[config.mk]
export PLATFORM = sky130hd
export DESIGN_NAME = loopseq_ctrl
export DESIGN_NICKNAME = d
export VERILOG_FILES = /design/src/rtl/loopseq_pkg.sv /design/src/rtl/loopseq_rpt.sv /design/src/rtl/loopseq_blk.sv /design/src/rtl/loopseq_xc.sv /design/src/rtl/loopseq_ctrl.sv
export SDC_FILE = /design/constraint.sdc
export NUM_CORES = 1
export LEC_CHECK = 0
export ABC_AREA = 1
export CAP_MARGIN = 15
export CORE_ASPECT_RATIO = 0.9
export CORE_MARGIN = 3
export CORE_UTILIZATION = 60
export CTS_CLUSTER_SIZE = 24
export DETAILED_ROUTE_END_ITERATION = 6
export DONT_BUFFER_PORTS = 1
export PLACE_DENSITY = 0.76
export SLEW_MARGIN = 30
export SYNTH_ARGS = -nofsm -noshare
export SYNTH_HDL_FRONTEND = slang
export SYNTH_HIERARCHICAL = 1
export SYNTH_SLANG_ARGS = --single-unit
[constraint.sdc]
create_clock -name clk -period 4.8 [get_ports clk]
set_input_delay 0.48 -clock clk [delete_from_list [all_inputs] [get_ports clk]]
set_output_delay 0.48 -clock clk [all_outputs]
set_load 0.01 [all_outputs]
[src/rtl/loopseq_pkg.sv]
package loopseq_pkg;

    typedef enum logic [2:0] {
        OP_NONE = 3'd0,
        OP_RPT  = 3'd1,
        OP_RPTZ = 3'd2,
        OP_BLK  = 3'd3,
        OP_XC   = 3'd4
    } op_e;

    typedef enum logic [2:0] {
        CC_ALWAYS = 3'd0,
        CC_ZERO   = 3'd1,
        CC_NZERO  = 3'd2,
        CC_NEG    = 3'd3,
        CC_NPOS   = 3'd4,
        CC_POS    = 3'd5,
        CC_NNEG   = 3'd6,
        CC_NEVER  = 3'd7
    } cc_e;

    localparam int CCW = 3;

    function automatic logic cc_true(input logic [2:0] cc, input logic z, input logic n);
        logic r;
        case (cc)
            CC_ALWAYS: r = 1'b1;
            CC_ZERO:   r = z;
            CC_NZERO:  r = !z;
            CC_NEG:    r = n;
            CC_NPOS:   r = n || z;
            CC_POS:    r = !n && !z;
            CC_NNEG:   r = !n;
            default:   r = 1'b0;
        endcase
        return r;
    endfunction

endpackage

[src/rtl/loopseq_rpt.sv]
module loopseq_rpt #(
    parameter int CW = 16
) (
    input  logic          clk,
    input  logic          rst_n,
    input  logic          start,
    input  logic [CW-1:0] count,
    input  logic          issue,
    output logic          hold,
    output logic          busy
);
    typedef struct packed {
        logic          armed;
        logic [CW-1:0] cnt;
    } rpt_st_t;

    rpt_st_t st_q, st_d;

    always_comb begin
        st_d = st_q;
        hold = 1'b0;
        if (issue && st_q.armed) begin
            if (st_q.cnt != '0) begin
                hold     = 1'b1;
                st_d.cnt = st_q.cnt - 1'b1;
            end else begin
                st_d.armed = 1'b0;
            end
        end
        if (start) begin
            st_d.armed = 1'b1;
            st_d.cnt   = count;
        end
    end

    always_ff @(posedge clk or negedge rst_n) begin
        if (!rst_n) st_q <= '0;
        else        st_q <= st_d;
    end

    assign busy = st_q.armed;

endmodule

[src/rtl/loopseq_blk.sv]
module loopseq_blk #(
    parameter int AW  = 16,
    parameter int CW  = 16,
    parameter int OVH = 4
) (
    input  logic          clk,
    input  logic          rst_n,
    input  logic          start,
    input  logic [CW-1:0] count,
    input  logic [AW-1:0] addr_first,
    input  logic [AW-1:0] addr_last,
    input  logic          issue,
    input  logic [AW-1:0] pc,
    input  logic          hold_in,
    output logic          reload,
    output logic [AW-1:0] target,
    output logic          stall
);
    localparam int OW = $clog2(OVH + 1);
    localparam logic [OW-1:0] SETUP_EXTRA = OW'(OVH - 1);

    typedef struct packed {
        logic          active;
        logic [CW-1:0] brc;
        logic [AW-1:0] first;
        logic [AW-1:0] last;
        logic [OW-1:0] setup;
    } blk_st_t;

    blk_st_t st_q, st_d;

    always_comb begin
        st_d   = st_q;
        reload = 1'b0;
        if (st_q.setup != '0) st_d.setup = st_q.setup - 1'b1;
        if (issue && st_q.active && !hold_in && pc == st_q.last) begin
            if (st_q.brc != '0) begin
                reload   = 1'b1;
                st_d.brc = st_q.brc - 1'b1;
            end else begin
                st_d.active = 1'b0;
            end
        end
        if (start) begin
            st_d.active = 1'b1;
            st_d.brc    = count;
            st_d.first  = addr_first;
            st_d.last   = addr_last;
            st_d.setup  = SETUP_EXTRA;
        end
    end

    always_ff @(posedge clk or negedge rst_n) begin
        if (!rst_n) st_q <= '0;
        else        st_q <= st_d;
    end

    assign target = st_q.first;
    assign stall  = (st_q.setup != '0);

endmodule

[src/rtl/loopseq_xc.sv]
module loopseq_xc
    import loopseq_pkg::*;
#(
    parameter int NCOND = 3
) (
    input  logic               clk,
    input  logic               rst_n,
    input  logic               start,
    input  logic               two,
    input  logic [NCOND*CCW-1:0] conds,
    input  logic               flag_zero,
    input  logic               flag_neg,
    input  logic               issue,
    output logic               sup
);
    typedef struct packed {
        logic [1:0] skip;
    } xc_st_t;

    xc_st_t st_q, st_d;
    logic [NCOND-1:0] slot_ok;
    logic             all_ok;

    for (genvar g = 0; g < NCOND; g++) begin : g_slot
        assign slot_ok[g] = cc_true(conds[g*CCW +: CCW], flag_zero, flag_neg);
    end

    assign all_ok = &slot_ok;

    always_comb begin
        st_d = st_q;
        sup  = 1'b0;
        if (issue && st_q.skip != 2'd0) begin
            sup       = 1'b1;
            st_d.skip = st_q.skip - 2'd1;
        end
        if (start && !all_ok) st_d.skip = two ? 2'd2 : 2'd1;
    end

    always_ff @(posedge clk or negedge rst_n) begin
        if (!rst_n) st_q <= '0;
        else        st_q <= st_d;
    end

endmodule

[src/rtl/loopseq_ctrl.sv]
module loopseq_ctrl
    import loopseq_pkg::*;
#(
    parameter int AW      = 16,
    parameter int CW      = 16,
    parameter int NCOND   = 3,
    parameter int BLK_OVH = 4
) (
    input  logic                 clk,
    input  logic                 rst_n,
    input  logic                 issue_valid,
    input  logic [AW-1:0]        pc,
    input  logic [2:0]           req_op,
    input  logic [CW-1:0]        req_count,
    input  logic [AW-1:0]        req_start,
    input  logic [AW-1:0]        req_end,
    input  logic                 xc_two,
    input  logic [NCOND*CCW-1:0] xc_conds,
    input  logic                 flag_zero,
    input  logic                 flag_neg,
    output logic                 pc_hold,
    output logic                 pc_reload,
    output logic [AW-1:0]        pc_target,
    output logic                 acc_clear,
    output logic                 suppress,
    output logic                 stall
);
    logic issue, accept, rpt_busy;
    logic rpt_go, blk_go, xc_go;

    assign issue  = issue_valid && !stall;
    assign accept = issue && !suppress && !rpt_busy;

    assign rpt_go    = accept && (req_op == OP_RPT || req_op == OP_RPTZ);
    assign acc_clear = accept && (req_op == OP_RPTZ);
    assign blk_go    = accept && (req_op == OP_BLK);
    assign xc_go     = accept && (req_op == OP_XC);

    loopseq_rpt #(.CW(CW)) rpt_i (
        .clk   (clk),
        .rst_n (rst_n),
        .start (rpt_go),
        .count (req_count),
        .issue (issue),
        .hold  (pc_hold),
        .busy  (rpt_busy)
    );

    loopseq_blk #(.AW(AW), .CW(CW), .OVH(BLK_OVH)) blk_i (
        .clk        (clk),
        .rst_n      (rst_n),
        .start      (blk_go),
        .count      (req_count),
        .addr_first (req_start),
        .addr_last  (req_end),
        .issue      (issue),
        .pc         (pc),
        .hold_in    (pc_hold),
        .reload     (pc_reload),
        .target     (pc_target),
        .stall      (stall)
    );

    loopseq_xc #(.NCOND(NCOND)) xc_i (
        .clk       (clk),
        .rst_n     (rst_n),
        .start     (xc_go),
        .two       (xc_two),
        .conds     (xc_conds),
        .flag_zero (flag_zero),
        .flag_neg  (flag_neg),
        .issue     (issue),
        .sup       (suppress)
    );

endmodule

## Word-level counts from Yosys, hierarchy flattened

Index checks and enable logic that the tools add are counted.

| operators by class | value |
|---|---|
| multiplexer cells | 20 |
| add/sub/neg operators | 4 |
| eq/ne operators | 25 |
| reduce and logical (&&, ||, !) cells | 41 |

Operators with widths:

| operator | count |
|---|---|
| 2-to-1 mux 52 bit | 1 |
| 2-to-1 mux 17 bit | 3 |
| 2-to-1 mux 16 bit | 2 |
| nonzero test 16 bit | 2 |
| subtractor 16 x 1 -> 16 bit (second input constant) | 2 |
| equality test 3 bit (second input constant) | 10 |
| equality test 3 x 2 -> 1 bit (second input constant) | 8 |
| case mux 1 bit (7 select lines) | 3 |
| equality test 16 bit | 1 |
| logical AND 1 bit | 14 |
| nonzero test 2 bit | 7 |
| equality test 3 x 1 -> 1 bit (second input constant) | 4 |
| logical NOT 3 bit | 3 |
| AND reduction 2 bit | 4 |
| logical NOT 1 bit | 7 |
| 2-to-1 mux 1 bit | 7 |
| 2-to-1 mux 2 bit | 3 |
| inequality test 2 bit (second input constant) | 2 |
| 2-to-1 mux 3 bit | 1 |
| AND reduction 3 bit | 1 |
| nonzero test 3 bit | 1 |
| subtractor 3 x 1 -> 3 bit (second input constant) | 1 |
| logical OR 1 bit | 2 |
| subtractor 2 x 1 -> 2 bit (second input constant) | 1 |

| storage, ports and cells | value |
|---|---|
| bits of input ports | 82 |
| register bits after elaboration | 71 |
| output and inout port bits | 21 |
| word-level logic and storage cells | 98 |

## Longest topological paths before layout

| depth | value |
|---|---|
| depth after elaboration | 11 |
| depth in mapped cells | 18 |
| depth with buffers taken out | 17 |

## By module

The synthesis kept the hierarchy.

Modules (own cells, without submodules):

| module | area an instance (sq um) | cells an instance | instances |
|---|---|---|---|
| loopseq_blk | 3,281.9 | 492 | 1 |
| loopseq_rpt | 1,292.5 | 198 | 1 |
| loopseq_xc | 390.4 | 78 | 1 |
| loopseq_ctrl | 73.8 | 17 | 1 |

## Worst setup path before layout

Ideal clock, no wire load.

| timing | value |
|---|---|
| kind | reg-to-output |
| start | reg blk_i/st_q[0] (netlist name) |
| end | out pc_reload |
| cell stages (with the launch flop) | 16 |
| setup slack | 2.172 ns |
| path buffers | 0 |
| data required time | 4.320 ns |
| data arrival time | 2.148 ns |
| cell sequence | dfrtp_1 -> inv_1 -> ha_1 -> ha_1 -> inv_1 -> nor2_2 -> nand2_1 -> inv_1 -> nand2_4 -> inv_1 -> nand3b_1 -> nor2_2 -> nand2_1 -> nor2_1 -> nand3_1 -> a31oi_1 |

| between the ends | value |
|---|---|
| word-level cells in the longest chain between the ends | 9 |

Ends and longest elaborated chain:

| what | line | RTL |
|---|---|---|
| start, declared | loopseq_blk.sv:30 | `blk_st_t st_q, st_d;` |
| start signal, assigned | loopseq_blk.sv:55 | `else st_q <= st_d;` |
| nonzero test 3 bit | loopseq_blk.sv:59 | `assign stall = (st_q.setup != '0);` |
| named net stall | loopseq_ctrl.sv:26 | `output logic stall` |
| logical NOT 1 bit | loopseq_ctrl.sv:31 | `assign issue = issue_valid && !stall;` |
| logical AND 1 bit | loopseq_ctrl.sv:31 |  |
| named net issue | loopseq_ctrl.sv:28 | `logic issue, accept, rpt_busy;` |
| logical AND 1 bit | loopseq_rpt.sv:22 | `if (issue && st_q.armed) begin` |
| 2-to-1 mux 1 bit | loopseq_rpt.sv:22 |  |
| named net pc_hold | loopseq_ctrl.sv:21 | `output logic pc_hold,` |
| logical NOT 1 bit | loopseq_blk.sv:36 | `if (issue && st_q.active && !hold_in && pc == st_q.last) begin` |
| logical AND 1 bit (2 in a row) | loopseq_blk.sv:36 |  |
| 2-to-1 mux 1 bit | loopseq_blk.sv:36 |  |
| end, declared | loopseq_ctrl.sv:22 | `output logic pc_reload,` |

The timed path passes the listed nets, and every way through them passes these cells.

## Final worst setup path

| timing | value |
|---|---|
| start | reg rpt_i/st_q[0] (netlist name) |
| end | out pc_reload |

| between the ends | value |
|---|---|
| word-level cells in the longest chain between the ends | 7 |

Ends and longest elaborated chain:

| what | line | RTL |
|---|---|---|
| start, declared | loopseq_rpt.sv:17 | `rpt_st_t st_q, st_d;` |
| start signal, assigned | loopseq_rpt.sv:38 | `else st_q <= st_d;` |
| nonzero test 16 bit | loopseq_rpt.sv:23 | `if (st_q.cnt != '0) begin` |
| 2-to-1 mux 1 bit | loopseq_rpt.sv:23 |  |
| 2-to-1 mux 1 bit | loopseq_rpt.sv:22 |  |
| named net pc_hold | loopseq_ctrl.sv:21 |  |
| logical NOT 1 bit | loopseq_blk.sv:36 |  |
| logical AND 1 bit (2 in a row) | loopseq_blk.sv:36 |  |
| 2-to-1 mux 1 bit | loopseq_blk.sv:36 |  |

The timed path passes the listed nets, and every way through them passes these cells.

==> metrics.txt <==
Req. time, crit path 4.32 ns; Layout Nets 850; layout cells sized above 1 8.72%; Cell Pwr Density 613 mW/mm^2; core area 0.00811 mm^2; Yosys warning total 6; setup violators final 0; Clk pin slew, worst setup/hold paths 0.08 ns; Crit. End Element output pin; setup TNS 0 ns; area grow syn2layout 2.88%; skew final 0.0114 ns; Achievable Freq 287 MHz; routed vias 4714; CTS Root Cell clkbuf_8; Cell Int Power 0.00169 W; post-synthesis cell area 0.00504 mm^2; Netlist cell types 34; TritonCTS buffer count 9; #FFs+latches synth 71; Max transition margin 53.0%; Die Wd 103 um; io pins 103; RSZ-0062 raised after global routing no; sequential-to-total area share from yosys stat 35.3%; Max Cap Viol 0; syn nets 872; Synth top area share 35.3%; number of global-route vias before repair 4317; 1st-iter DRT viols 297; IO Port Bufs 0; top cells by area, synth dfrtp_1 (35%), nand2_1 (22%), nand3_1 (7.9%); net switching share of the total power 46.8%; period utilization 72.5%; overall routing resource usage 25.6%; critical path class reg2out; Tmin final 3.48 ns; startpoint types flip-flop; Gate power share 48.3%; initial antenna violation count 0; fillers 743; Via density 5.44; commonest register cell after synthesis dfrtp_1; most common cell after layout, fill and taps aside nand2_1; DRT Wirelength 12000 um; pin count of the biggest net entering global routing 72; htree depth 3; outcome completed; first-pass iteration count of the detailed router 5; first-pass GRT wire length 19200 um; Worst IR Drop VDD 0.321 mV; Worst-Skew Late Latency 0.35 ns; Avg Inst Size Synth 6.42 um^2; Routed Antenna Nets 0; clock sinks 71; drt wl/cell 13.9 um; sequential share of power 34.5%; P_sw 0.00149 W; Worst Hold Class in2async; Die Area 0.00953 mm^2; ys async rst share 100%; Yosys top cell by area dfrtp_1; Core Util, Final 63.9%; DR DRC count 0; LEAKAGE 2.88 nW; Hold Vio Cnt, Final 0; die height 92.9 um; Inserted Diodes 0; Initial Util 62.2%; total grt overflow 0; Post-Syn Instances 785; Post-synth EDFFs 0; site row count 31; arrival time at the worst endpoint 3.00 ns; slew of the pin with the lowest slew margin 0.702 ns; clock buffer depth 2; Final Max Tran Viols 0; TritonCTS clock tree built; Clk pwr share 17.2%; CP Max Fanout 6; Post CTS Setup Buffer Count 0; gpl congestion 0.944; highest-count cells in the layout ignoring fill and taps nand2_1 (300), inv_1 (100), nor2_1 (84), nand3_1 (80), dfrtp_1 (71); HPWL Detailed 8880 um
## routing by layer
metal	global-route usage, %	part of all wire (%)
met2	41.1	48
met3	7.00	7.9
met4	8.42	1.7
met5	0	0
met1	33.1	43
## critical path, cell delays in order, from the launching register on
cell      delay, ns
dfrtp_1        0.42
inv_1          0.19
ha_1           0.26
nand2_2        0.12
nor2_4         0.19
nand2_4        0.07
nand2_4        0.11
inv_1          0.18
nand3b_1       0.27
nor2_2         0.15
nand2_1        0.06
nor2_1         0.13
nand3_1        0.13
a31oi_1        0.36
## worst paths after layout
path / start / to / slack (ns) / depth (start not counted)
setup / recovery: rpt_i/st_q[0]$_DFFE_PN0P_ / pc_reload / 1.32 / 13
hold / removal: rst_n / blk_i/st_q[2]$_DFFE_PN0P_ / 0.007 / 1
setup reg to reg: blk_i/st_q[0]$_DFFE_PN0P_ / blk_i/st_q[42]$_DFFE_PN0P_ / 1.34 / 14
hold reg to reg: blk_i/st_q[2]$_DFFE_PN0P_ / blk_i/st_q[2]$_DFFE_PN0P_ / 0.49 / 2
max in group asynchronous: rst_n / rpt_i/st_q[4]$_DFFE_PN0P_ / 4.50 / 1
min in group clk: req_start[3] / blk_i/target[3]$_DFFE_PN0P_ / 0.24 / 2
## metrics by stage
stage / total power [W] / hold slack, ns / cells / area, um^2 / worst slack (ns)
final: 0.00318 / 0.00716 / 867 / 5180 / 1.32
after global routing: 0.00348 / 0.0209 / 867 / 5180 / 0.961
after CTS: 0.00317 / 0.0185 / 867 / 5180 / 1.29
after detailed placement: 0.00261 / 0.188 / 850 / 4930 / 1.37
after global placement: 0.00254 / 0.188 / 850 / 4930 / 1.57
after floorplan: 0.00240 / 0.184 / 785 / 5040 / 2.17
## power by group through the flow
stage	sequential [W]	combinational, W	clock [W]
2_1_floorplan	0.00101	0.00139	0
3_3_place_gp	0.00109	0.00144	0
3_5_place_dp	0.00110	0.00150	0
4_1_cts	0.00109	0.00153	0.000553
5_1_grt	0.00113	0.00177	0.000580
6_report	0.00110	0.00153	0.000546
## logic make-up after synthesis
group / after synthesis / synth area share, %
fa+ha+maj: 5 / 1.24
xor+xnor: 4 / 0.695
simple gates: 513 / 44.4
flops: 71 / 35.3
buf+inv: 141 / 12.9
compound gates: 51 / 5.51
## what timing repair did
action	CTS	global route
gates resized for setup	0	0
hold buffers	1	0
endpoints found under the hold margin	71	0
## cell usage after synthesis, types with 2 or more instances
cell type / number
a21oi_1: 9
buf_1: 3
buf_2: 6
buf_4: 17
buf_6: 5
clkbuf_1: 5
dfrtp_1: 71
ha_1: 5
inv_1: 100
inv_2: 4
nand2_1: 300
nand2_2: 7
nand2_4: 3
nand3_1: 80
nand3_2: 11
nand3b_1: 3
nand4_1: 3
nand4_2: 2
nor2_1: 85
nor2_2: 8
nor2_4: 4
nor3_1: 3
o21ai_0: 32
o21ai_1: 2
o21ai_2: 4
or2_2: 2
xor2_1: 4
## sequential cells by signal (all words and copies together), names as in the netlist
| signal | flops |
|---|---|
| rpt_i/st_q | 16 |
| xc_i/st_q | 2 |
| blk_i/st_q | 36 |
| rpt_i/busy | 1 |
| blk_i/target | 16 |
## cell type report
| type | count | area [um^2] | area share (%) |
|---|---|---|---|
| Timing Repair Buffer | 4 | 50.0 | 0.965 |
| Sequential cell | 71 | 1780 | 34.3 |
| Tap cell | 99 | 124 | 2.39 |
| Clock buffer | 10 | 138 | 2.66 |
| Inverter | 104 | 390 | 7.53 |
| Clock inverter | 6 | 83.8 | 1.62 |
| Multi-Input combinational cell | 573 | 2620 | 50.6 |
Power figures use the tool's default switching activity.
